## src/rtl/prot_pkg.sv

```systemverilog
package prot_pkg;
  localparam int REG_W  = 8;
  localparam int N_FLT  = 4;
  localparam int B_OV   = 7;
  localparam int B_UV   = 6;
  localparam int B_COC  = 5;
  localparam int B_DOC  = 4;
  localparam int B_CMIR = 3;
  localparam int B_DMIR = 2;
  localparam int B_CEN  = 1;
  localparam int B_DEN  = 0;
  localparam int FLT_LO = B_DOC;
  localparam int FLT_HI = B_OV;
  typedef logic [REG_W-1:0] reg_t;
endpackage

```

## src/rtl/prot_fault_bank.sv

```systemverilog
module prot_fault_bank #(
  parameter int N = 4
) (
  input  logic         clk,
  input  logic         rst,
  input  logic [N-1:0] fault_i,
  input  logic         we,
  input  logic [N-1:0] wr_bits,
  output logic [N-1:0] flags_o
);
  logic [N-1:0] flag_q;

  for (genvar i = 0; i < N; i++) begin : g_flag
    logic clr;
    assign clr = we & ~wr_bits[i];

    always_ff @(posedge clk) begin
      if (rst) flag_q[i] <= 1'b0;
      else     flag_q[i] <= fault_i[i] | (flag_q[i] & ~clr);
    end


    a_r1_fault_sets: assert property (@(posedge clk) disable iff (rst)
      fault_i[i] |=> flag_q[i]);
    // holds without a zero write
    a_r2_flag_holds: assert property (@(posedge clk) disable iff (rst)
      (flag_q[i] && !(we && !wr_bits[i])) |=> flag_q[i]);
    // a zero write clears when no fault is live
    a_r2_flag_clears: assert property (@(posedge clk) disable iff (rst)
      (!fault_i[i] && we && !wr_bits[i]) |=> !flag_q[i]);

    a_r3_fault_beats_clear: assert property (@(posedge clk) disable iff (rst)
      (fault_i[i] && we && !wr_bits[i]) |=> flag_q[i]);
  end

  assign flags_o = flag_q;
endmodule

```

## src/rtl/prot_enable_ctrl.sv

```systemverilog
module prot_enable_ctrl (
  input  logic clk,
  input  logic rst,
  input  logic wake,
  input  logic we,
  input  logic ce_wr,
  input  logic de_wr,
  output logic ce_o,
  output logic de_o
);
  logic ce_q, de_q;

  always_ff @(posedge clk) begin
    if (rst || wake) begin
      ce_q <= 1'b1;
      de_q <= 1'b1;
    end else if (we) begin
      ce_q <= ce_wr;
      de_q <= de_wr;
    end
  end


  a_r6_wake_enables: assert property (@(posedge clk) disable iff (rst)
    wake |=> (ce_q && de_q));

  assign ce_o = ce_q;
  assign de_o = de_q;
endmodule

```

## src/rtl/prot_fet_chan.sv

```systemverilog
module prot_fet_chan (
  input  logic clk,
  input  logic rst,
  input  logic en,
  input  logic block,
  output logic off_o
);
  logic off_q;

  always_ff @(posedge clk) begin
    if (rst) off_q <= 1'b1;
    else     off_q <= ~en | block;
  end


  a_r4_disabled_off: assert property (@(posedge clk) disable iff (rst)
    !en |=> off_q);
  // a live fault forces the FET off
  a_r5_blocked_off: assert property (@(posedge clk) disable iff (rst)
    block |=> off_q);
  // enabled and clear turns the FET on
  a_r5_clear_on: assert property (@(posedge clk) disable iff (rst)
    (en && !block) |=> !off_q);

  assign off_o = off_q;
endmodule

```

## src/rtl/prot_flag_reg.sv

```systemverilog
module prot_flag_reg
  import prot_pkg::*;
#(
  parameter int               ADDR_W   = 4,
  parameter logic [ADDR_W-1:0] REG_ADDR = '0
) (
  input  logic              clk,
  input  logic              rst,
  input  logic [ADDR_W-1:0] addr,
  input  logic              wr_en,
  input  logic [7:0]        wr_data,
  input  logic              rd_en,
  output logic [7:0]        rd_data,
  input  logic              flt_ov,
  input  logic              flt_uv,
  input  logic              flt_coc,
  input  logic              flt_doc,
  input  logic              wake,
  output logic              chg_off,
  output logic              dsg_off
);
  localparam int N_CH = 2;

  logic             sel, reg_we;
  logic [N_FLT-1:0] fault_vec, flags;
  logic             ce, de;
  logic [N_CH-1:0]  ch_en, ch_block, ch_off;
  reg_t             view;
  reg_t             rd_q;

  assign sel    = (addr == REG_ADDR);
  assign reg_we = wr_en & sel;

  assign fault_vec[B_OV-FLT_LO]  = flt_ov;
  assign fault_vec[B_UV-FLT_LO]  = flt_uv;
  assign fault_vec[B_COC-FLT_LO] = flt_coc;
  assign fault_vec[B_DOC-FLT_LO] = flt_doc;

  prot_fault_bank #(.N(N_FLT)) u_flags (
    .clk     (clk),
    .rst     (rst),
    .fault_i (fault_vec),
    .we      (reg_we),
    .wr_bits (wr_data[FLT_HI:FLT_LO]),
    .flags_o (flags)
  );

  prot_enable_ctrl u_enables (
    .clk   (clk),
    .rst   (rst),
    .wake  (wake),
    .we    (reg_we),
    .ce_wr (wr_data[B_CEN]),
    .de_wr (wr_data[B_DEN]),
    .ce_o  (ce),
    .de_o  (de)
  );

  // channel 1 = charge path, channel 0 = discharge path
  assign ch_en    = {ce, de};
  assign ch_block = {flt_ov | flt_coc, flt_uv | flt_doc};

  for (genvar c = 0; c < N_CH; c++) begin : g_chan
    prot_fet_chan u_chan (
      .clk   (clk),
      .rst   (rst),
      .en    (ch_en[c]),
      .block (ch_block[c]),
      .off_o (ch_off[c])
    );
  end

  assign chg_off = ch_off[1];
  assign dsg_off = ch_off[0];

  always_comb begin
    view                = '0;
    view[FLT_HI:FLT_LO] = flags;
    view[B_CMIR]        = chg_off;
    view[B_DMIR]        = dsg_off;
    view[B_CEN]         = ce;
    view[B_DEN]         = de;
  end

  always_ff @(posedge clk) begin
    if (rst)        rd_q <= '0;
    else if (rd_en) rd_q <= sel ? view : '0;
  end

  assign rd_data = rd_q;

  // mirror bits follow the output pins
  a_r7_mirror_chg: assert property (@(posedge clk) disable iff (rst)
    (rd_en && sel) |=> (rd_data[B_CMIR] == $past(chg_off)));
  a_r7_mirror_dsg: assert property (@(posedge clk) disable iff (rst)
    (rd_en && sel) |=> (rd_data[B_DMIR] == $past(dsg_off)));

  a_r9_other_addr_zero: assert property (@(posedge clk) disable iff (rst)
    (rd_en && !sel) |=> (rd_data == '0));
  a_r9_read_holds: assert property (@(posedge clk) disable iff (rst)
    !rd_en |=> $stable(rd_data));
endmodule

```

## config.mk

```make
export PLATFORM = sky130hd
export DESIGN_NAME = prot_flag_reg
export DESIGN_NICKNAME = d
export VERILOG_FILES = /design/src/rtl/prot_pkg.sv /design/src/rtl/prot_fault_bank.sv /design/src/rtl/prot_enable_ctrl.sv /design/src/rtl/prot_fet_chan.sv /design/src/rtl/prot_flag_reg.sv
export SDC_FILE = /design/constraint.sdc
export NUM_CORES = 1
export LEC_CHECK = 0
export ABC_AREA = 1
export BUFFER_PORTS_ARGS = -buffer_cell sky130_fd_sc_hd__clkbuf_2
export CELL_PAD_IN_SITES_DETAIL_PLACEMENT = 2
export CELL_PAD_IN_SITES_GLOBAL_PLACEMENT = 2
export CORE_ASPECT_RATIO = 0.6
export CORE_UTILIZATION = 25
export CTS_CLUSTER_SIZE = 12
export DETAILED_ROUTE_END_ITERATION = 7
export PLACE_DENSITY_LB_ADDON = 0.1
export SYNTH_ARGS = -nofsm -noshare
export SYNTH_HDL_FRONTEND = slang
export SYNTH_HIERARCHICAL = 1
export SYNTH_SLANG_ARGS = --single-unit
```

## constraint.sdc

```tcl
create_clock -name clk -period 2.1 [get_ports clk]
set_input_delay 0.315 -clock clk [delete_from_list [all_inputs] [get_ports clk]]
set_output_delay 0.315 -clock clk [all_outputs]
set_load 0.05 [all_outputs]
```

==> results of run 1 <==
sequential cells by signal, summed over array words and instances (netlist names):
signal               flops
g_chan.u_chan/off_o      2
u_enables/ce_o           1
rd_data                  8
u_enables/de_o           1
u_flags/flags_o          4
through the flow:
| step | hold WS (ps) | std cells | power, W |
|---|---|---|---|
| after global placement | 415.7 | 138 | 0.0004369 |
| after detailed placement | 415.7 | 138 | 0.0004414 |
| after global routing | 295.7 | 142 | 0.0007356 |
| final | 282.9 | 142 | 0.0007065 |
| after floorplan | 384.1 | 81 | 0.0004008 |
| after CTS | 282.8 | 142 | 0.0007145 |
worst min-delay path, cell delays in order:
cell      delay [ps]
clkbuf_2          80
nand2_1           40
nand3_1           70
cell families (layout without fill, tap and decap cells):
family                 after synthesis  in the layout  share of synthesized area
AND/OR/NAND/NOR                     30             30                     0.2312
AO/OA/AOI/OAI                       20             20                     0.1773
flip-flops                          16             16                     0.4933
buffers and inverters               15             46                    0.09826
final cells by class:
class	count	share of cell area
Sequential cell	16	0.3678
Tap cell	30	0.04310
Clock buffer	4	0.06322
Multi-Input combinational cell	50	0.3046
Inverter	14	0.06034
Timing Repair Buffer	28	0.1609
cells in the mapped netlist, drive strengths merged:
| library cell | number | area share |
|---|---|---|
| a21oi | 12 | 0.10 |
| and3 | 1 | 0.0096 |
| buf | 1 | 0.017 |
| dfxtp | 16 | 0.49 |
| inv | 14 | 0.081 |
| nand2 | 12 | 0.069 |
| nand3 | 12 | 0.092 |
| nor2 | 3 | 0.040 |
| o21ai | 8 | 0.073 |
| or2 | 2 | 0.019 |
layer usage:
metal	GRT usage	up-vias	wire length [um]
li1	-	323	-
met1	0.1658	305	831
met2	0.2535	18	873
met3	0.05220	0	115
met4	0.02500	0	0
met5	0	-	0
path summary, 6_finish.rpt:
kind | slack, ps | cells after the start | endpoint
max | 900 | 1 | dsg_off
min reg2reg | 430 | 1 | g_chan[0].u_chan/off_o
min | 280 | 3 | u_enables/de_o
max reg2reg | 1420 | 2 | rd_data[1]
power by group:
part	leakage (nW)	internal [W]	total, W	switching [W]
Clock	0.0288	0.000166	0.000273	0.000107
Combinational	0.273	0.0000330	0.000106	0.0000732
Sequential	0.132	0.000319	0.000327	0.00000817
==> summary.txt, run 1 <==
Run status
  – Run status: complete, no violations

Timing
  – Clock skew: 1.119 ps
  – Final Max Slew Viols: 0
  – Setup_tns: 0 ps
  – Unrepaired setup endpoints after global routing: no
  – Min cycle time layout: 1202 ps
  – Period utilization: 0.5725
  – Least-Margin Pin Slew: 341.5 ps
  – F_max: 831.8 MHz
  – Rel. slew slack: 0.7723
  – Setup slack after layout: 897.8 ps
  – Endpoints failing hold: 0
  – Final setup violation count: 0

Job
  – Max-cap violation count: 0

Detailed routing
  – Drt via density: 4.549
  – First drt pass iteration count: 2
  – Routed via count: 646
  – Wire per inst: 12.82 um
  – Starting DRT DRC Count: 7
  – Antenna viol nets, final: 0
  – # DRC: 0
  – Routed wire length: 1.820 mm

CTS
  – Clk sinks: 16
  – Maximum buffer depth of the clock tree: 2
  – Clk_lat worst skew: 250 ps
  – H-tree Lvls: 1
  – Clock transition at path regs: 60 ps
  – Hold-fix buffers at CTS: 0
  – Root buffer cell: clkbuf_8
  – Cts bufs inserted: 3
  – Post-cts gate resize count: 0
  – Post-CTS Setup Bufs: 0
  – TritonCTS clock tree: done

Setup path
  – Worst r2r src: u_enables/ce_o
  – Critical Path End Type: primary output
  – Critical path's slowest cell: dfxtp_1
  – Worst-path fanout max: 2
  – Worst Setup SP: g_chan[0].u_chan/off_o
  – Bufs and invs on worst path: 1
  – Crit-path cells: clkbuf_2
  – Critical Path RT: 1780 ps
  – CP peak stage delay: 350 ps
  – Critical Path AT: 890 ps
  – Kind of critical path: reg -> out
  – Setup crit start kind: flop
  – Critical path's top delay family: flip-flops

Floorplanning
  – Die H: 41.48 um
  – Die X: 67.80 um
  – Initial core utilization: 0.2811
  – Die Area: 0.002812 mm2
  – Core box area: 0.002310 mm2
  – I/O pin total: 31
  – # rows: 13

Power
  – Pwr per Cell Area: 811.3 mW/mm2
  – Max VDD drop: 0.3227 mV
  – Leakage: 0.4343 nW

Place
  – PortBufs: 28
  – Pre-CTS WS: 720.3 ps
  – Dpl hpwl: 1.453 mm
  – GP Congestion: 0.6975
  – Placed Area: 815.8 um2

Final layout
  – Post-layout util: 0.3770
  – Layout area overhead: 34.10%
  – Multi-input logic area: 265.3 um2
  – Most frequent cells in the layout: clkbuf_2, dfxtp_1, inv_1
  – Seq. cell area: 320.3 um2
  – Fill count: 293
  – Layout cells sized above 1: 0.3571
  – Design Area, Final: 870.8 um2
  – Most common cell after layout, fill and taps aside: clkbuf_2
  – Antenna Cells: 0
  – Nets: 134

Synthesis
  – Synth warn: 6
  – Post-Syn Instances: 81
  – Yosys cell types: 13
  – Mapped Avg Cell Area: 8.017 um2
  – Sequential element share of the synthesized area: 0.4933
  – Post-synth net total: 102
  – Synthesized cell area: 649.4 um2
  – FF+latch count, synth: 16

Hold path
  – Hold crit path type: in -> reg
  – Hold Path Origin: wr_data[0]

Global route
  – Grt ovf: 0
  – Vias in the first global route: 695
  – Gr usage total: 0.1437
  – Initial antenna violation count: 0
  – Largest net degree at the start of global routing: 17
  – First-pass GRT wire length: 3.022 mm
No activity file was read; power rests on OpenSTA's default activity.
==> inputs of run 2 (changes only) <==
--- a/config.mk
+++ b/config.mk
@@ -10,7 +10,7 @@
 export CELL_PAD_IN_SITES_DETAIL_PLACEMENT = 2
 export CELL_PAD_IN_SITES_GLOBAL_PLACEMENT = 2
 export CORE_ASPECT_RATIO = 0.6
-export CORE_UTILIZATION = 25
+export CORE_UTILIZATION = 21
 export CTS_CLUSTER_SIZE = 12
 export DETAILED_ROUTE_END_ITERATION = 7
 export PLACE_DENSITY_LB_ADDON = 0.1
==> constraint.sdc (replaced) <==
create_clock -name clk -period 1 [get_ports clk]
set_input_delay 0.15 -clock clk [delete_from_list [all_inputs] [get_ports clk]]
set_output_delay 0.15 -clock clk [all_outputs]
set_load 0.05 [all_outputs]
==> run 2 against run 1 <==
Effect of this change:
- final area rose by 10%
- register-to-register slack got worse by 1100 ps
- largest power group unchanged
- largest cell class unchanged
- via count rose by 3.4%
- clock power rose by 110%
- combinational power rose by 130%
- power rose by 110%
- non-clock buffer count rose by 4
- sequential share of layout area fell by 3.4 points
- highest routed layer is now met4
- final cell count rose by 11%
- setup slack got worse by 850 ps
==> summary.txt, run 2 (synthesis results as in run 1) <==
Run status
  – Run status: complete, no violations

Floorplanning
  – Core box area: 0.002909 mm2
  – Die Area: 0.003326 mm2
  – Die X: 73.79 um
  – Initial core utilization: 0.2232
  – # rows: 15
  – Die H: 45.08 um
  – I/O pin total: 31

Setup path
  – Bufs and invs on worst path: 1
  – Number of cells on the critical path: 1
  – Critical path's slowest cell: dfxtp_1
  – Register-to-Register Path Depth: 2
  – Crit-path cells: clkbuf_4
  – Worst Setup SP: rd_data[5]
  – CP endpoint: rd_data[5]
  – CP peak stage delay: 330 ps
  – Critical Path End Type: primary output
  – Worst r2r src: u_enables/de_o
  – Critical Path AT: 800 ps
  – Critical path's top delay family: flip-flops
  – Kind of critical path: reg -> out
  – Reg-to-reg slack, setup: 300 ps
  – Worst-path fanout max: 2
  – Reg2reg end: rd_data[0]
  – Critical Path RT: 850 ps
  – Setup crit start kind: flop

Final layout
  – Layout area overhead: 47.98%
  – Fin cells: 158
  – Layout cells sized above 1: 0.3793
  – Antenna Cells: 0
  – Nets: 138
  – Most frequent cells in the layout: clkbuf_2, dfxtp_1, inv_1
  – Most common cell after layout, fill and taps aside: clkbuf_2
  – Number of flip-flops in the largest register: 8
  – Post-layout util: 0.3303

Detailed routing
  – Routed wire length: 1.832 mm
  – Antenna viol nets, final: 0
  – Starting DRT DRC Count: 8
  – Wire per inst: 11.59 um
  – First drt pass iteration count: 2
  – # DRC: 0
  – Routed via count: 668
  – Drt via density: 4.228

Global route
  – Initial antenna violation count: 0
  – First-pass GRT wire length: 2.925 mm
  – Gr usage total: 0.1228
  – Grt ovf: 0
  – Met1 Track Usage GR: 0.1481
  – Largest net degree at the start of global routing: 17
  – Met2 GRT Util: 0.2073
  – Grt met3 use: 0.04688
  – Vias in the first global route: 667
  – GR peak layer: met2

Timing
  – Final setup violation count: 0
  – Least-Margin Pin Slew: 332.9 ps
  – Rel. slew slack: 0.7781
  – Min cycle time layout: 954.4 ps
  – Clock skew: 3.936 ps
  – Final Max Slew Viols: 0
  – Setup_tns: 0 ps
  – Unrepaired setup endpoints after global routing: no
  – F_max: 1048 MHz
  – Hold slack: 105.4 ps
  – Period utilization: 0.9544
  – Endpoints failing hold: 0

Hold path
  – Hold crit path type: in -> reg

Power
  – Leakage: 0.4672 nW
  – Max VDD drop: 0.5644 mV
  – Pwr per Cell Area: 1580 mW/mm2
  – Total power: 0.001519 W

Job
  – Max-cap violation count: 0

CTS
  – Clock transition at path regs: 70 ps
  – TritonCTS clock tree: done
  – Root buffer cell: clkbuf_8
  – Clk_lat worst skew: 250 ps
  – Post-CTS Setup Bufs: 0
  – Hold-fix buffers at CTS: 0
  – Maximum buffer depth of the clock tree: 2
  – Post-cts gate resize count: 13
  – H-tree Lvls: 1
  – Cts bufs inserted: 3
  – Clk sinks: 16

Place
  – Dpl hpwl: 1.463 mm
  – GP Congestion: 0.6397
  – PortBufs: 28
  – Placed cells: 154
run 2: changes by cell type in the layout (fill, tap and decap cells not counted), sizes merged:
cell	previous run	this run
clkbuf	32	27
buf	0	9
run 2: area by class of cell:
cell class	instances	area (um2)
fill	361	1948
sequential	16	320.3
multi-input combinational	50	265.3
timing repair buffer	32	215.2
clock buffer	4	55.05
inverter	14	52.55
tap	42	52.55
run 2: worst min-delay path by stage:
| stage | start | end | slack, ps | cells after the start |
|---|---|---|---|---|
| detailed placement | wr_data[1] | u_enables/ce_o | 370 | 3 |
| CTS | wr_data[1] | u_enables/ce_o | 100 | 3 |
| floorplan | rst | u_flags/flags_o[0] | 220 | 1 |
| global route | wr_data[1] | u_enables/ce_o | 110 | 3 |
| global placement | wr_data[0] | u_enables/de_o | 370 | 3 |
| finish | wr_data[1] | u_enables/ce_o | 110 | 3 |
run 2: routing by layer:
metal	wire, um	vias to the layer above
met4	13	0
met3	87	2
met1	878	318
met5	0	-
met2	852	17
li1	-	331
run 2: through the flow:
stage               worst slack (ps)  area (um2)
finish                         45.60       960.9
global route                   7.528       960.9
CTS                            1.293       959.7
detailed placement             39.44       860.8
global placement               54.74       860.8
floorplan                      81.39       649.4
run 2: power by group:
group          switching [W]  internal [W]  total (W)
Clock               0.000233      0.000350   0.000582
Sequential         0.0000191      0.000670   0.000689
Combinational       0.000152     0.0000949   0.000247
Total               0.000404       0.00111    0.00152
